[src/rtl/fifo_tag_pkg.sv]
package fifo_tag_pkg;
  // Default widths shared by the store and its checker
  localparam int unsigned DEF_TAG_W = 8;
  localparam int unsigned DEF_CNT_W = 16;

  // Width of a frame pointer for a given capacity
  function automatic int unsigned ptr_width(input int unsigned frames);
    return (frames > 1) ? $clog2(frames) : 1;
  endfunction
endpackage

[src/rtl/fts_match.sv]
module fts_match #(
  parameter int unsigned FRAMES = 4,
  parameter int unsigned TAG_W  = 8
) (
  input  logic [FRAMES-1:0]            occupied,
  input  logic [FRAMES-1:0][TAG_W-1:0] stored,
  input  logic [TAG_W-1:0]             probe,
  output logic                         hit
);
  logic [FRAMES-1:0] eq;

  // One comparator per frame, all in parallel
  for (genvar f = 0; f < FRAMES; f++) begin : g_cmp
    assign eq[f] = occupied[f] && (stored[f] == probe);
  end

  assign hit = |eq;
endmodule

[src/rtl/fts_sat_ctr.sv]
module fts_sat_ctr #(
  parameter int unsigned CNT_W = 16
) (
  input  logic             clk,
  input  logic             rst_n,
  input  logic             inc,
  output logic [CNT_W-1:0] value
);
  localparam logic [CNT_W-1:0] TOP = '1;

  always_ff @(posedge clk) begin
    if (!rst_n)                  value <= '0;
    else if (inc && value != TOP) value <= value + 1'b1;
  end
endmodule

[src/rtl/fifo_tag_store.sv]
module fifo_tag_store
  import fifo_tag_pkg::*;
#(
  parameter int unsigned FRAMES = 4,
  parameter int unsigned TAG_W  = DEF_TAG_W,
  parameter int unsigned CNT_W  = DEF_CNT_W
) (
  input  logic             clk,
  input  logic             rst_n,
  input  logic             acc_valid,
  output logic             acc_ready,
  input  logic [TAG_W-1:0] acc_tag,
  output logic             rsp_valid,
  input  logic             rsp_ready,
  output logic             rsp_hit,
  output logic [CNT_W-1:0] hit_count,
  output logic [CNT_W-1:0] miss_count
);
  localparam int unsigned PTR_W = ptr_width(FRAMES);
  localparam logic [PTR_W-1:0] LAST = PTR_W'(FRAMES - 1);

  logic [FRAMES-1:0]            occ_q;
  logic [FRAMES-1:0][TAG_W-1:0] tag_q;
  logic [PTR_W-1:0]             arr_ptr_q;
  logic                         found;
  logic                         take;

  // The output register can take a new result if it is empty or being drained
  assign acc_ready = !rsp_valid || rsp_ready;
  assign take      = acc_valid && acc_ready;

  fts_match #(.FRAMES(FRAMES), .TAG_W(TAG_W)) u_match (
    .occupied (occ_q),
    .stored   (tag_q),
    .probe    (acc_tag),
    .hit      (found)
  );

  // Frames fill in pointer order and are never freed, so the arrival
  // pointer is both the next empty frame and the oldest full one.
  always_ff @(posedge clk) begin
    if (!rst_n) begin
      occ_q     <= '0;
      tag_q     <= '0;
      arr_ptr_q <= '0;
    end else if (take && !found) begin
      occ_q[arr_ptr_q] <= 1'b1;
      tag_q[arr_ptr_q] <= acc_tag;
      arr_ptr_q        <= (arr_ptr_q == LAST) ? '0 : arr_ptr_q + 1'b1;
    end
  end

  always_ff @(posedge clk) begin
    if (!rst_n) begin
      rsp_valid <= 1'b0;
      rsp_hit   <= 1'b0;
    end else if (take) begin
      rsp_valid <= 1'b1;
      rsp_hit   <= found;
    end else if (rsp_ready) begin
      rsp_valid <= 1'b0;
    end
  end

  fts_sat_ctr #(.CNT_W(CNT_W)) u_hits (
    .clk (clk), .rst_n (rst_n), .inc (take && found), .value (hit_count)
  );

  fts_sat_ctr #(.CNT_W(CNT_W)) u_misses (
    .clk (clk), .rst_n (rst_n), .inc (take && !found), .value (miss_count)
  );
endmodule

[config.mk]
export PLATFORM = sky130hd
export DESIGN_NAME = fifo_tag_store
export DESIGN_NICKNAME = d
export VERILOG_FILES = /design/src/rtl/fifo_tag_pkg.sv /design/src/rtl/fts_match.sv /design/src/rtl/fts_sat_ctr.sv /design/src/rtl/fifo_tag_store.sv
export SDC_FILE = /design/constraint.sdc
export NUM_CORES = 1
export LEC_CHECK = 0
export BUFFER_PORTS_ARGS = -buffer_cell sky130_fd_sc_hd__buf_2
export CAP_MARGIN = 25
export CORE_MARGIN = 10
export CORE_UTILIZATION = 65
export CTS_BUF_LIST = sky130_fd_sc_hd__clkbuf_8
export CTS_CLUSTER_SIZE = 8
export DETAILED_ROUTE_END_ITERATION = 6
export PLACE_DENSITY = 0.88
export SYNTH_ARGS = -nofsm -noshare
export SYNTH_HDL_FRONTEND = slang
export SYNTH_SLANG_ARGS = --single-unit
[constraint.sdc]
create_clock -name clk -period 6.5 [get_ports clk]
set_clock_uncertainty 0.15 [all_clocks]
set_input_delay 0.325 -clock clk [delete_from_list [all_inputs] [get_ports clk]]
set_output_delay 0.325 -clock clk [all_outputs]
set_load 0.02 [all_outputs]
Word-level counts from Yosys, hierarchy flattened
Cells that the tools add are included.
- flip-flop bits (word level): 72
- bits in latches: 0
- RAM bits: 0
- ROM bits: 0
- input bits: 12
- output and inout bits: 35
- memories kept: 0
- add/subtract/negate cells: 3
- multiply operators: 0
- divide/modulo/power cells: 0
- order comparisons: 2
- equality and inequality tests: 7
- shifts and indexed selects: 0
- muxes and demuxes: 8
- bitwise logic cells: 1
- reductions and logical operators: 15
- operators with widths (operator ; count):
    16-bit by 1-bit adder with 16-bit output (second input constant) ; 2
    32-bit bitwise mux ; 1
    8-bit equality test ; 4
    16-bit inequality test (second input constant) ; 2
    8-bit demux with 2-bit select ; 1
    1-bit logical AND ; 10
    8-bit two-way mux ; 1
    4-bit OR ; 1
    4-bit OR reduction ; 1
    2-bit by 3-bit < comparator with 1-bit output (second input constant) ; 1
    1-bit two-way mux ; 3
    2-bit by 1-bit adder with 2-bit output (second input constant) ; 1
    1-bit demux with 2-bit select ; 1
    2-bit equality test (second input constant) ; 1
    2-bit by 1-bit >= comparator with 1-bit output (second input constant) ; 1
    1-bit zero test ; 2
    2-bit two-way mux ; 1
    2-bit nonzero test ; 1
    1-bit logical OR ; 1

Logic depth before layout (Yosys ltp)
Gate-level depths: netlist of run 1.
- depth in word-level cells: 6
- depth in mapped cells: 11
- depth with buffers taken out: 8

Hierarchy
Synthesis of run 1 repeated with hierarchy kept, for this count alone.
- cell total of the unflattened synthesis: 395
- area total of the unflattened synthesis: 3595.9 µm²
- modules (own cells, without submodules) (module ; times used ; cells each ; area each (µm²) ; seq. area each (µm²)):
    fts_sat_ctr ; 2 ; 97 ; 837.1 ; 320.3
    fifo_tag_store ; 1 ; 156 ; 1565.3 ; 800.8
    fts_match ; 1 ; 45 ; 356.6 ; 0.0

Least setup slack after synthesis of run 1
No wires, ideal clock.
- kind: reg-to-reg
- start point: reg u_hits.value[7]
- end point: reg u_hits.value[7]
- setup time: 0.116 ns
- arrival: 2.032 ns
- required time: 6.234 ns
- setup slack: 4.202 ns
- cell stages (with the launch flop): 9
- buffers on the path: 1
- clock period less this slack: 2.298 ns
- cell sequence: dfxtp_1 -> and3_1 -> and3_1 -> and2_1 -> a31oi_4 -> a21boi_2 -> buf_4 -> a21oi_1 -> a31o_2
- cells in the longest elaborated chain, start to end: 2
- elaborated cells between the ends (all ways): 3
- RTL lines (item ; RTL line ; text):
    start: declaration ; fts_sat_ctr.sv:7 ; output logic [CNT_W-1:0] value
    start signal: assignment ; fts_sat_ctr.sv:13 ; else if (inc && value != TOP) value <= value + 1'b1;
    parallel branches: the longest is 2 deep, another holds 16-bit by 1-bit adder with 16-bit output ; n/a ;
Several ways; the timed one is not identified.
A chain may end at the register's enable or synchronous reset.

Worst setup path in the final report of run 1
- start point: reg tag_q[18] (netlist bit)
- end point: reg tag_q[10] (netlist bit)
- cells in the longest elaborated chain, start to end: 5
- RTL lines (item ; RTL line ; text):
    start: declaration ; fifo_tag_store.sv:23 ; logic [FRAMES-1:0][TAG_W-1:0] tag_q;
    start signal: indexed assignment ; fifo_tag_store.sv:48 ; tag_q[arr_ptr_q] <= acc_tag;
    8-bit equality test ; fts_match.sv:14 ; assign eq[f] = occupied[f] && (stored[f] == probe);
    1-bit logical AND ; fts_match.sv:14 ;
    4-bit OR reduction ; fts_match.sv:17 ; assign hit = |eq;
    1-bit zero test ; fifo_tag_store.sv:46 ; end else if (take && !found) begin
    1-bit logical AND ; fifo_tag_store.sv:46 ;
Every way passes these cells.

==> results.toml, run 1 <==
[status]
run_status = "finished, final reports clean"

[logic_synthesis]
muxShareOfSynthArea_pct = 1.59
syn_inst = 439
synth_xor_area_share_pct = 8.59
synth_warnings = 0
synth_top_family_by_area = "simple AND/OR/NAND/NOR gates"
synth.avg_cell_area_sq_um = 8.60
yosysUniqueCellTypes = 40
syn-cell-area_sq_um = 3770
synth-simple-area-share_pct = 27.2
synth_fa_ha_area_share_pct = 1.99
synth_nets = 457
ys_seq_area_share_pct = 38.2
synth_compound_area_share_pct = 15.5
ys_seq_elements = 72

[layout]
diodes = 0
final_cells = 541
fin_area_sq_um = 4120
nets = 482
layout-drive-gt1-share_pct = 23.2
final_cell_mix = "dfxtp_1 (72), nand2_1 (61), nand3_1 (47)"
area_growth_pct = 9.12
finish.utilization_pct = 73.9
final_common_cell = "dfxtp_1"

[global_route]
track_usage_pct = 17.8
antenna_found_initial = 0
grt_start_max_net_pins = 88
grt_remaining_overflow = 0
grt_pass1_vias = 2850
grt_pass1_wl_mm = 13.3

[sta]
rsz0062_at_grt = "no"
slew_headroom_pct = 32.0
slew_viol_final = 0
final.setup.tns_ns = 0
worst_pin_slew_ns = 1.02
fin_ws_ns = 3.59
hold_viol = 0
finalCriticalPeriod_ns = 2.91
max_freq_ghz = 0.344
setup_viol = 0
whs_ns = 0.0618
finalCritPeriodShare_pct = 44.8

[die]
die_area_sq_um = 9250
fp.dieW_microns = 96.2
pin_count = 47
coreArea_sq_um = 5570
num_rows = 27
initial_core_util_pct = 67.7
die_y_microns = 96.2

[cts]
numCtsBuffers = 9
cts_tree = "yes"
cts.root.buffer_cell = "clkbuf_8"
clk_latency_ns = 0.36
cts_sinks = 72
post_cts_buffers = 0
cts_buffer_depth = 2
cts.repair.resized = 0
cts_htree_levels = 3
cts.clk_slew.worst_paths_ns = 0.08
postCtsHoldBufs = 0

[worst_setup_path]
crit_fanout = 17
crit_type = "reg2reg"
r2r_slack_ns = 3.59
cp-end-kind = "flop"
cp.arrival_ns = 3.05
crit_path_cell_trace = "xnor2_1 -> nand4_1 -> nor4_2 -> a311oi_2 -> and3_1 -> nand3_1 -> o21ai_2"
crit_family = "simple AND/OR/NAND/NOR gates"
slowest_delay_ns = 0.89
r2r-end = "tag_q[10]$_SDFFE_PN0P_"
critPathRequiredTime_ns = 6.64
startpoint_type = "flop"
critPathSlowestCell = "a311oi_2"
r2r_start = "tag_q[18]$_SDFFE_PN0P_"
worst-path-buf-inv = 0
r2r_cells = 7

[power_and_ir_drop]
p_leak_nw = 1.62
ir_drop_uv = 151
power_mw = 0.987
power_density_nw_per_um2 = 240

[placed_design]
place_ws_ns = 3.39
place_congestion = 0.808
portBuffers = 46
place_hpwl_mm = 5.45
placedInstanceArea_sq_um = 3860
dp.cells = 525

[min_path]
holdCritStartpoint = "acc_valid"
holdPathEnd = "rsp_valid$_SDFFE_PN0P_"
hold_path_depth = 3
hold_class = "in2reg"

[drt]
ant_nets = 0
drt_pass1_iterations = 4
wirelength_mm = 8.24
vias = 3187
vias_per_cell = 5.89
drt-initial-drc-count = 194
wire_per_inst_microns = 15.2
route.detailed.drc = 0

[run]
drv_cap = 0
area by class of cell:
type / count / area, sq um
Multi-Input combinational cell: 327 / 2070
Fill cell: 408 / 1460
Sequential cell: 72 / 1440
Timing Repair Buffer: 47 / 238
Clock buffer: 10 / 138
Clock inverter: 6 / 115
Tap cell: 72 / 90.1
Inverter: 7 / 26.3
routing by layer:
metal	GRT usage, %	share of wire (%)
met1	22.3	45
met2	29.0	49
met3	3.58	4.7
met4	7.99	1.2
met5	0	0
worst min-delay path, delay by kind of cell:
family / cells / cell delay [ns]
compound gates: 1 / 0.05
buf+inv: 2 / 0.16
report_power, final:
part	total (mW)	leakage, nW	internal, mW	switching, mW
clock network	0.445	0.123	0.267	0.178
registers	0.461	0.583	0.452	0.00911
logic	0.0815	0.913	0.0278	0.0537
state kept, by name, indices dropped and copies added, names as in the netlist:
signal,cells
u_misses.value,16
rsp_hit,1
arr_ptr_q,2
tag_q,32
rsp_valid,1
occ_q,4
u_hits.value,16
how the worst max path moves through the flow:
stage / startpoint / endpoint / slack (ns) / cells past startpoint
after CTS: tag_q[18]$_SDFFE_PN0P_ / tag_q[10]$_SDFFE_PN0P_ / 3.59 / 7
after global routing: tag_q[21]$_SDFFE_PN0P_ / tag_q[10]$_SDFFE_PN0P_ / 3.37 / 6
after floorplan: u_hits.value[7]$_SDFFE_PN0P_ / u_hits.value[7]$_SDFFE_PN0P_ / 4.20 / 8
final: tag_q[18]$_SDFFE_PN0P_ / tag_q[10]$_SDFFE_PN0P_ / 3.59 / 7
after detailed placement: acc_tag[0] / tag_q[10]$_SDFFE_PN0P_ / 3.39 / 8
after global placement: acc_tag[0] / tag_q[9]$_SDFFE_PN0P_ / 3.47 / 8
synth_stat cells (all sizes together):
cell	n	area, sq um
or3	8	50.1
nand3b	1	7.51
o211ai	2	15.0
inv	7	26.3
nor4b	1	8.76
nor2b	1	6.26
a21boi	2	18.8
and2	5	33.8
xnor2	24	210
buf	22	195
nand4	18	119
o21ai	44	340
clkbuf	11	41.3
and3	12	75.1
nor4	2	25.0
a31oi	1	21.3
nand2	62	240
ha	6	75.1
nand3	49	263
dfxtp	72	1440
o21a	1	7.51
xor2	13	114
a31o	4	35.0
nor2	20	75.1
nor3	7	35.0
nand2b	7	43.8
a311oi	1	15.0
or4	6	45.0
o31ai	4	30.0
a21oi	20	100
mux2i	6	60.1
logic make-up (layout without fill, tap and decap cells):
family,after synthesis,in the layout
AOI/OAI and AO/OA,79,79
xor gates and xnor gates,37,37
adders and majority gates,6,6
buffers and inverters,40,70
DFF,72,72
muxes,6,6
and+or+nand+nor,199,199
Power figures use the tool's default switching activity.
==> run 2: changes to the inputs <==
--- a/config.mk
+++ b/config.mk
@@ -5,14 +5,15 @@
 export SDC_FILE = /design/constraint.sdc
 export NUM_CORES = 1
 export LEC_CHECK = 0
+export ABC_AREA = 1
 export BUFFER_PORTS_ARGS = -buffer_cell sky130_fd_sc_hd__buf_2
 export CAP_MARGIN = 25
 export CORE_MARGIN = 10
-export CORE_UTILIZATION = 65
+export CORE_UTILIZATION = 55
 export CTS_BUF_LIST = sky130_fd_sc_hd__clkbuf_8
 export CTS_CLUSTER_SIZE = 8
 export DETAILED_ROUTE_END_ITERATION = 6
-export PLACE_DENSITY = 0.88
+export PLACE_DENSITY = 0.78
 export SYNTH_ARGS = -nofsm -noshare
 export SYNTH_HDL_FRONTEND = slang
 export SYNTH_SLANG_ARGS = --single-unit
==> constraint.sdc (replaced) <==
create_clock -name clk -period 2.4 [get_ports clk]
set_clock_uncertainty 0.15 [all_clocks]
set_input_delay 0.12 -clock clk [delete_from_list [all_inputs] [get_ports clk]]
set_output_delay 0.12 -clock clk [all_outputs]
set_load 0.02 [all_outputs]
==> results.toml, run 2 <==
[sta]
worst_pin_slew_ns = 0.610
finalCriticalPeriod_ns = 2.13
slew_headroom_pct = 59.3
final.setup.tns_ns = 0
max_freq_ghz = 0.469
hold_viol = 0
fin_ws_ns = 0.266
rsz0062_at_grt = "no"
slew_viol_final = 0
finalCritPeriodShare_pct = 88.9
setup_viol = 0

[power_and_ir_drop]
p_leak_nw = 2.56
ir_drop_uv = 271
power_density_nw_per_um2 = 516

[worst_setup_path]
crit_type = "in2reg"
critPathRequiredTime_ns = 2.55
cp-end-kind = "flop"
cp.arrival_ns = 2.28
cp_common_cell = "nand2_1"
startpoint_type = "primary input"
critPathSlowestCell = "dlygate4sd3_1"
crit_fanout = 30
crit_path_cell_trace = "dlygate4sd3_1 -> buf_2 -> inv_4 -> nand2_1 -> o21ai_0 -> nor2_1 -> nand3_2 -> nand2_2 -> inv_1 -> nand2_1 -> buf_4 -> nand3_1 -> nand2_1 -> inv_1 -> nor2_1"
slowest_delay_ns = 0.54

[layout]
final_common_cell = "nand2_1"
largest_reg_flops = 32
top_regs = "tag_q x32, u_hits.value x16, u_misses.value x16"
final_cell_mix = "nand2_1 (241), nor2_1 (143), inv_1 (122)"
final_cells = 894
layout-drive-gt1-share_pct = 10.6
fillers = 737
diodes = 0
area_growth_pct = 12.6
nets = 807
largest_register = "tag_q"
finish.utilization_pct = 63.9

[drt]
vias_per_cell = 4.95
drt_pass1_iterations = 6
ant_nets = 0
wirelength_mm = 10.4
drt-initial-drc-count = 163
vias = 4424
route.detailed.drc = 0
wire_per_inst_microns = 11.7

[cts]
cts.clk_slew.worst_paths_ns = 0.08
numCtsBuffers = 9
cts_buffer_depth = 2
cts_tree = "yes"
cts_htree_levels = 3
cts_sinks = 72
cts.root.buffer_cell = "clkbuf_8"
clk_latency_ns = 0.36

[logic_synthesis]
synth_edf_count = 0
syn_inst = 748
synth.most_common_cell = "nand2_1"
synth_compound_area_share_pct = 2.20
synth_fa_ha_area_share_pct = 1.71
ys.flop_type = "dfxtp_1"
ys_seq_elements = 72
synth_top_family_by_area = "simple AND/OR/NAND/NOR gates"
muxShareOfSynthArea_pct = 0
synth_xor_area_share_pct = 0.599
ys_seq_area_share_pct = 32.9
synthArstFlopShare_pct = 0
synthTopCellsByCount = "nand2_1 (241), nor2_1 (143), inv_1 (122)"
synth_warnings = 0
syn-cell-area_sq_um = 4390
yosysTopAreaCell = "dfxtp_1"
synth_nets = 766
netlist_top_cells_area = "dfxtp_1 (33%), nand2_1 (21%), nor2_1 (12%)"
synth-simple-area-share_pct = 46.8
yosysUniqueCellTypes = 30
synth_top_area_share_pct = 32.9
synth.avg_cell_area_sq_um = 5.86

[placed_design]
dp.cells = 868
portBuffers = 46
place_ws_ns = 0.233
place_hpwl_mm = 7.48
place_congestion = 0.911

[die]
die_y_microns = 109
pin_count = 47
fp.dieW_microns = 109
die_area_sq_um = 11900
initial_core_util_pct = 56.8
coreArea_sq_um = 7730
num_rows = 32

[global_route]
grt_remaining_overflow = 0
grt_start_max_net_pins = 48
track_usage_pct = 17.8
grt_pass1_vias = 4058
grt_pass1_wl_mm = 17.7
antenna_found_initial = 0

[run]
drv_cap = 0

[min_path]
hold_class = "in2reg"

[status]
run_status = "finished, final reports clean"
==> run 2: cell types whose count changed after synthesis, moves of 8 or more <==
cell / delta
or3_1: -8
inv_1: +115
xnor2_1: -21
nor2_1: +123
buf_2: +8
xor2_1: -13
nand2_1: +180
nand4_1: +17
and3_1: -11
o21ai_2: -32
a21oi_1: -9
==> run 2: final cells by class <==
type                    count  area (sq um)  area share, %
clock inverters             3          42.5          0.862
inverters                 130           493           9.98
flip-flops and latches     72          1440           29.2
repair buffers             62           400           8.11
multi-input cells         514          2280           46.2
well taps                 102           128           2.58
clock buffers              11           151           3.07
==> run 2: kinds of logic after synthesis <==
family,count (synthesis)
compound gates,18
xor+xnor,3
fa+ha+maj,6
buf+inv,162
flops,72
simple gates,487
==> run 2: repair_timing <==
action                                 in CTS  in global routing
gates resized for setup                     0                  3
endpoints found under the hold margin      33                  0
setup endpoints to repair                   0                 27
hold buffers                               10                  0
setup buffers                               0                  2
==> run 2: critical path: cells and delay by family <==
family          cells  cell delay (ns)
simple gates        8             0.86
buf+inv             6             1.20
compound gates      1             0.09
==> run 2: metal layers <==
layer,wire length (microns),part of all wire [%],track usage [%]
met1,4800,46,22.0
met2,4940,47,29.9
met3,559,5.4,4.51
met5,0,0,0
met4,129,1.2,5.58
==> run 2: final timing paths <==
kind / from / endpoint / slack [ns] / cells after the start
max reg2reg: u_hits.value[0]$_SDFFE_PN0P_ / u_hits.value[10]$_SDFFE_PN0P_ / 0.41 / 10
min reg2reg: occ_q[3]$_SDFFE_PN0P_ / occ_q[3]$_SDFFE_PN0P_ / 0.31 / 2
min: rst_n / u_hits.value[14]$_SDFFE_PN0P_ / 0.11 / 3
max: acc_tag[3] / u_hits.value[2]$_SDFFE_PN0P_ / 0.27 / 15
==> run 2: stage by stage <==
stage,hold slack (ns),area [sq um],power [mW]
2_1_floorplan,0.141,4390,1.52
3_3_place_gp,0.269,4590,1.58
3_5_place_dp,0.294,4590,1.59
4_1_cts,0.103,4890,2.56
5_1_grt,0.128,4940,2.67
6_report,0.109,4940,2.55
==> run 2: power by group <==
group          internal (mW)  switching (mW)  total (mW)
clock network          0.524           0.444       0.968
registers               1.23          0.0266        1.26
logic                  0.108           0.211       0.319
==> run 3: changes to the inputs <==
--- a/config.mk
+++ b/config.mk
@@ -16,4 +16,5 @@
 export PLACE_DENSITY = 0.78
 export SYNTH_ARGS = -nofsm -noshare
 export SYNTH_HDL_FRONTEND = slang
+export SYNTH_HIERARCHICAL = 1
 export SYNTH_SLANG_ARGS = --single-unit
==> results.toml, run 3 <==
[status]
run_status = "finished, final reports clean"

[global_route]
grt_start_max_net_pins = 36
grt_pass1_vias = 3982
grt_pass1_wl_mm = 17.4
track_usage_pct = 17.8
grt_remaining_overflow = 0
antenna_found_initial = 0

[logic_synthesis]
ys.flop_type = "dfxtp_1"
synth.avg_cell_area_sq_um = 6.33
yosysTopAreaCell = "dfxtp_1"
ys_seq_area_share_pct = 33.4
synth_nets = 700
synthArstFlopShare_pct = 0
netlist_top_cells_area = "dfxtp_1 (33%), nand2_1 (19%), nor2_1 (14%)"
synth.most_common_cell = "nand2_1"
synth_edf_count = 0
syn-cell-area_sq_um = 4320
ys_seq_elements = 72
synthTopCellsByCount = "nand2_1 (213), nor2_1 (162), inv_1 (84)"
synth_top_area_share_pct = 33.4
syn_inst = 682
yosysUniqueCellTypes = 31
synth_warnings = 6

[cts]
cts.root.buffer_cell = "clkbuf_8"
cts_sinks = 72
numCtsBuffers = 9
clk_latency_ns = 0.36
cts.clk_slew.worst_paths_ns = 0.08
post_cts_buffers = 0
cts_tree = "yes"
cts_htree_levels = 3
cts_buffer_depth = 2

[worst_setup_path]
critPathLaunch = "acc_tag[5]"
startpoint_type = "primary input"
worst-path-buf-inv = 3
cp.arrival_ns = 2.38
critPathSlowestCell = "dlygate4sd3_1"
crit_family = "simple AND/OR/NAND/NOR gates"
r2r_start = "tag_q[3]$_SDFFE_PN0P_"
critPathRequiredTime_ns = 2.50
slowest_delay_ns = 0.54
crit_fanout = 8
cp_common_cell = "nor2_1"
crit_path_cell_trace = "dlygate4sd3_1 -> clkbuf_4 -> inv_2 -> nand2_1 -> o21ai_0 -> nor2_1 -> nand2_1 -> nor2_1 -> nor2_1 -> nand2_2 -> nor2_4 -> nand3_2 -> or2_0 -> nor2_1 -> nand3_1 -> nand2_1 -> nor2_1"
cp-end-kind = "flop"
crit_type = "in2reg"

[placed_design]
place_congestion = 0.945
placedInstanceArea_sq_um = 4550
portBuffers = 46
place_hpwl_mm = 7.30

[layout]
diodes = 0
area_growth_pct = 14.2
layout-drive-gt1-share_pct = 17.4
fillers = 747
multiInputGateArea_sq_um = 2400
final_common_cell = "nand2_1"
final_cell_mix = "nand2_1 (211), nor2_1 (158), inv_1 (84)"
top_regs = "tag_q x32, u_hits/value x16, u_misses/value x16"
largest_reg_flops = 32
largest_register = "tag_q"
fin_area_sq_um = 4930
regArea_sq_um = 1440
nets = 755

[power_and_ir_drop]
sequentialPowerShare_pct = 45.7
p_leak_nw = 2.41
p_sw_share_pct = 26.6
power_switching_mw = 0.743
ir_drop_uv = 360
power_density_nw_per_um2 = 567
cell_internal_pwr_mw = 2.05
p_clk_share_pct = 42.7
combPwrFrac_pct = 11.6

[sta]
slew_viol_final = 0
setup_viol = 0
finalCritPeriodShare_pct = 95.0
max_freq_ghz = 0.439
hold_viol = 0
slew_headroom_pct = 74.9
whs_ns = 0.0210
finalCriticalPeriod_ns = 2.28
worst_pin_slew_ns = 0.377

[drt]
vias_per_cell = 4.91
ant_nets = 0
wire_per_inst_microns = 12.3
vias = 4148
route.detailed.drc = 0
drt_pass1_iterations = 5
drt-initial-drc-count = 203
wirelength_mm = 10.4

[min_path]
hold_class = "in2reg"
holdCritStartpoint = "rsp_ready"

[die]
die_y_microns = 109
die_area_sq_um = 11800
pin_count = 47
num_rows = 32
initial_core_util_pct = 56.2
coreArea_sq_um = 7690
fp.dieW_microns = 109

[run]
drv_cap = 0
-- run 3: cell types whose count changed after synthesis, sizes merged, moves of 5 or more --
cell,before,now
a21oi,12,21
buf,24,13
nor3,7,2
nor2,145,189
nand3,52,29
clkbuf,8,3
nand4,34,11
nand2,243,227
inv,130,91
-- run 3: repair_timing --
action	4_1_cts	5_1_grt
hold endpoints to repair	42	0
gates resized for setup	0	18
setup endpoints to repair	0	29
hold buffers	9	0
-- run 3: final cells by class --
class	count	area share, %
inverter	91	6.98
tap	102	2.59
clock inverter	7	2.44
multi-input combinational	503	48.7
timing repair buffer	60	7.51
clock buffer	9	2.51
sequential	72	29.2
-- run 3: worst reg2reg max path, stage by stage, from the launching register on --
cell and delay, ns:
dfxtp_1 0.33, o21ai_0 0.20, nor2_1 0.07, nand2_1 0.07, nor2_1 0.04, nor2_1 0.13
nand2_2 0.12, nor2_4 0.18, nand3_2 0.10, or2_0 0.23, nor2_1 0.15, nand3_1 0.10
nand2_1 0.07, nor2_1 0.04
-- run 3: path summary, 6_finish.rpt --
| path | slack (ns) | depth (start not counted) | endpoint |
|---|---|---|---|
| max | 0.12 | 17 | u_misses/value[13]$_SDFFE_PN0P_ |
| min | 0.02 | 4 | rsp_valid$_SDFFE_PN0P_ |
| max reg2reg | 0.30 | 13 | u_misses/value[13]$_SDFFE_PN0P_ |
| min reg2reg | 0.30 | 2 | occ_q[1]$_SDFFE_PN0P_ |
-- run 3: metrics by stage --
step / power (mW) / cells / setup TNS, ns / setup WS, ns / util [%]
floorplan: 1.54 / 682 / 0 / 0.381 / -
global placement: 1.60 / 819 / 0 / 0.192 / 59.1
detailed placement: 1.61 / 819 / 0 / 0.151 / 59.1
CTS: 2.80 / 844 / 0 / 0.0119 / 63.5
global route: 2.91 / 844 / -0.00809 / -0.00809 / 64.1
finish: 2.79 / 844 / 0 / 0.120 / 64.1
-- run 3: layer usage --
| metal | global-route usage [%] | wire, microns | vias up |
|---|---|---|---|
| met5 | 0 | 0 | - |
| met4 | 7.72 | 204 | 0 |
| met3 | 2.86 | 548 | 21 |
| met2 | 31.5 | 5090 | 104 |
| met1 | 20.7 | 4530 | 1860 |
| li1 | - | - | 2163 |
-- run 3: kinds of logic (layout without fill, tap and decap cells) --
logic type / Yosys count / in the layout / share of synthesized area, %
AND/OR/NAND/NOR: 461 / 461 / 48.4
buffers and inverters: 107 / 167 / 11.8
flip-flops: 72 / 72 / 33.4
AO/OA/AOI/OAI: 32 / 32 / 3.83
adder cells (fa/ha/maj): 6 / 6 / 1.74
XOR/XNOR: 4 / 4 / 0.812
-- run 3: power groups by stage --
stage / Combinational, mW / Sequential (mW) / Clock [mW]
floorplan: 0.239 / 1.30 / 0
global placement: 0.293 / 1.30 / 0
detailed placement: 0.304 / 1.30 / 0
CTS: 0.319 / 1.28 / 1.21
global route: 0.375 / 1.28 / 1.25
finish: 0.325 / 1.28 / 1.19
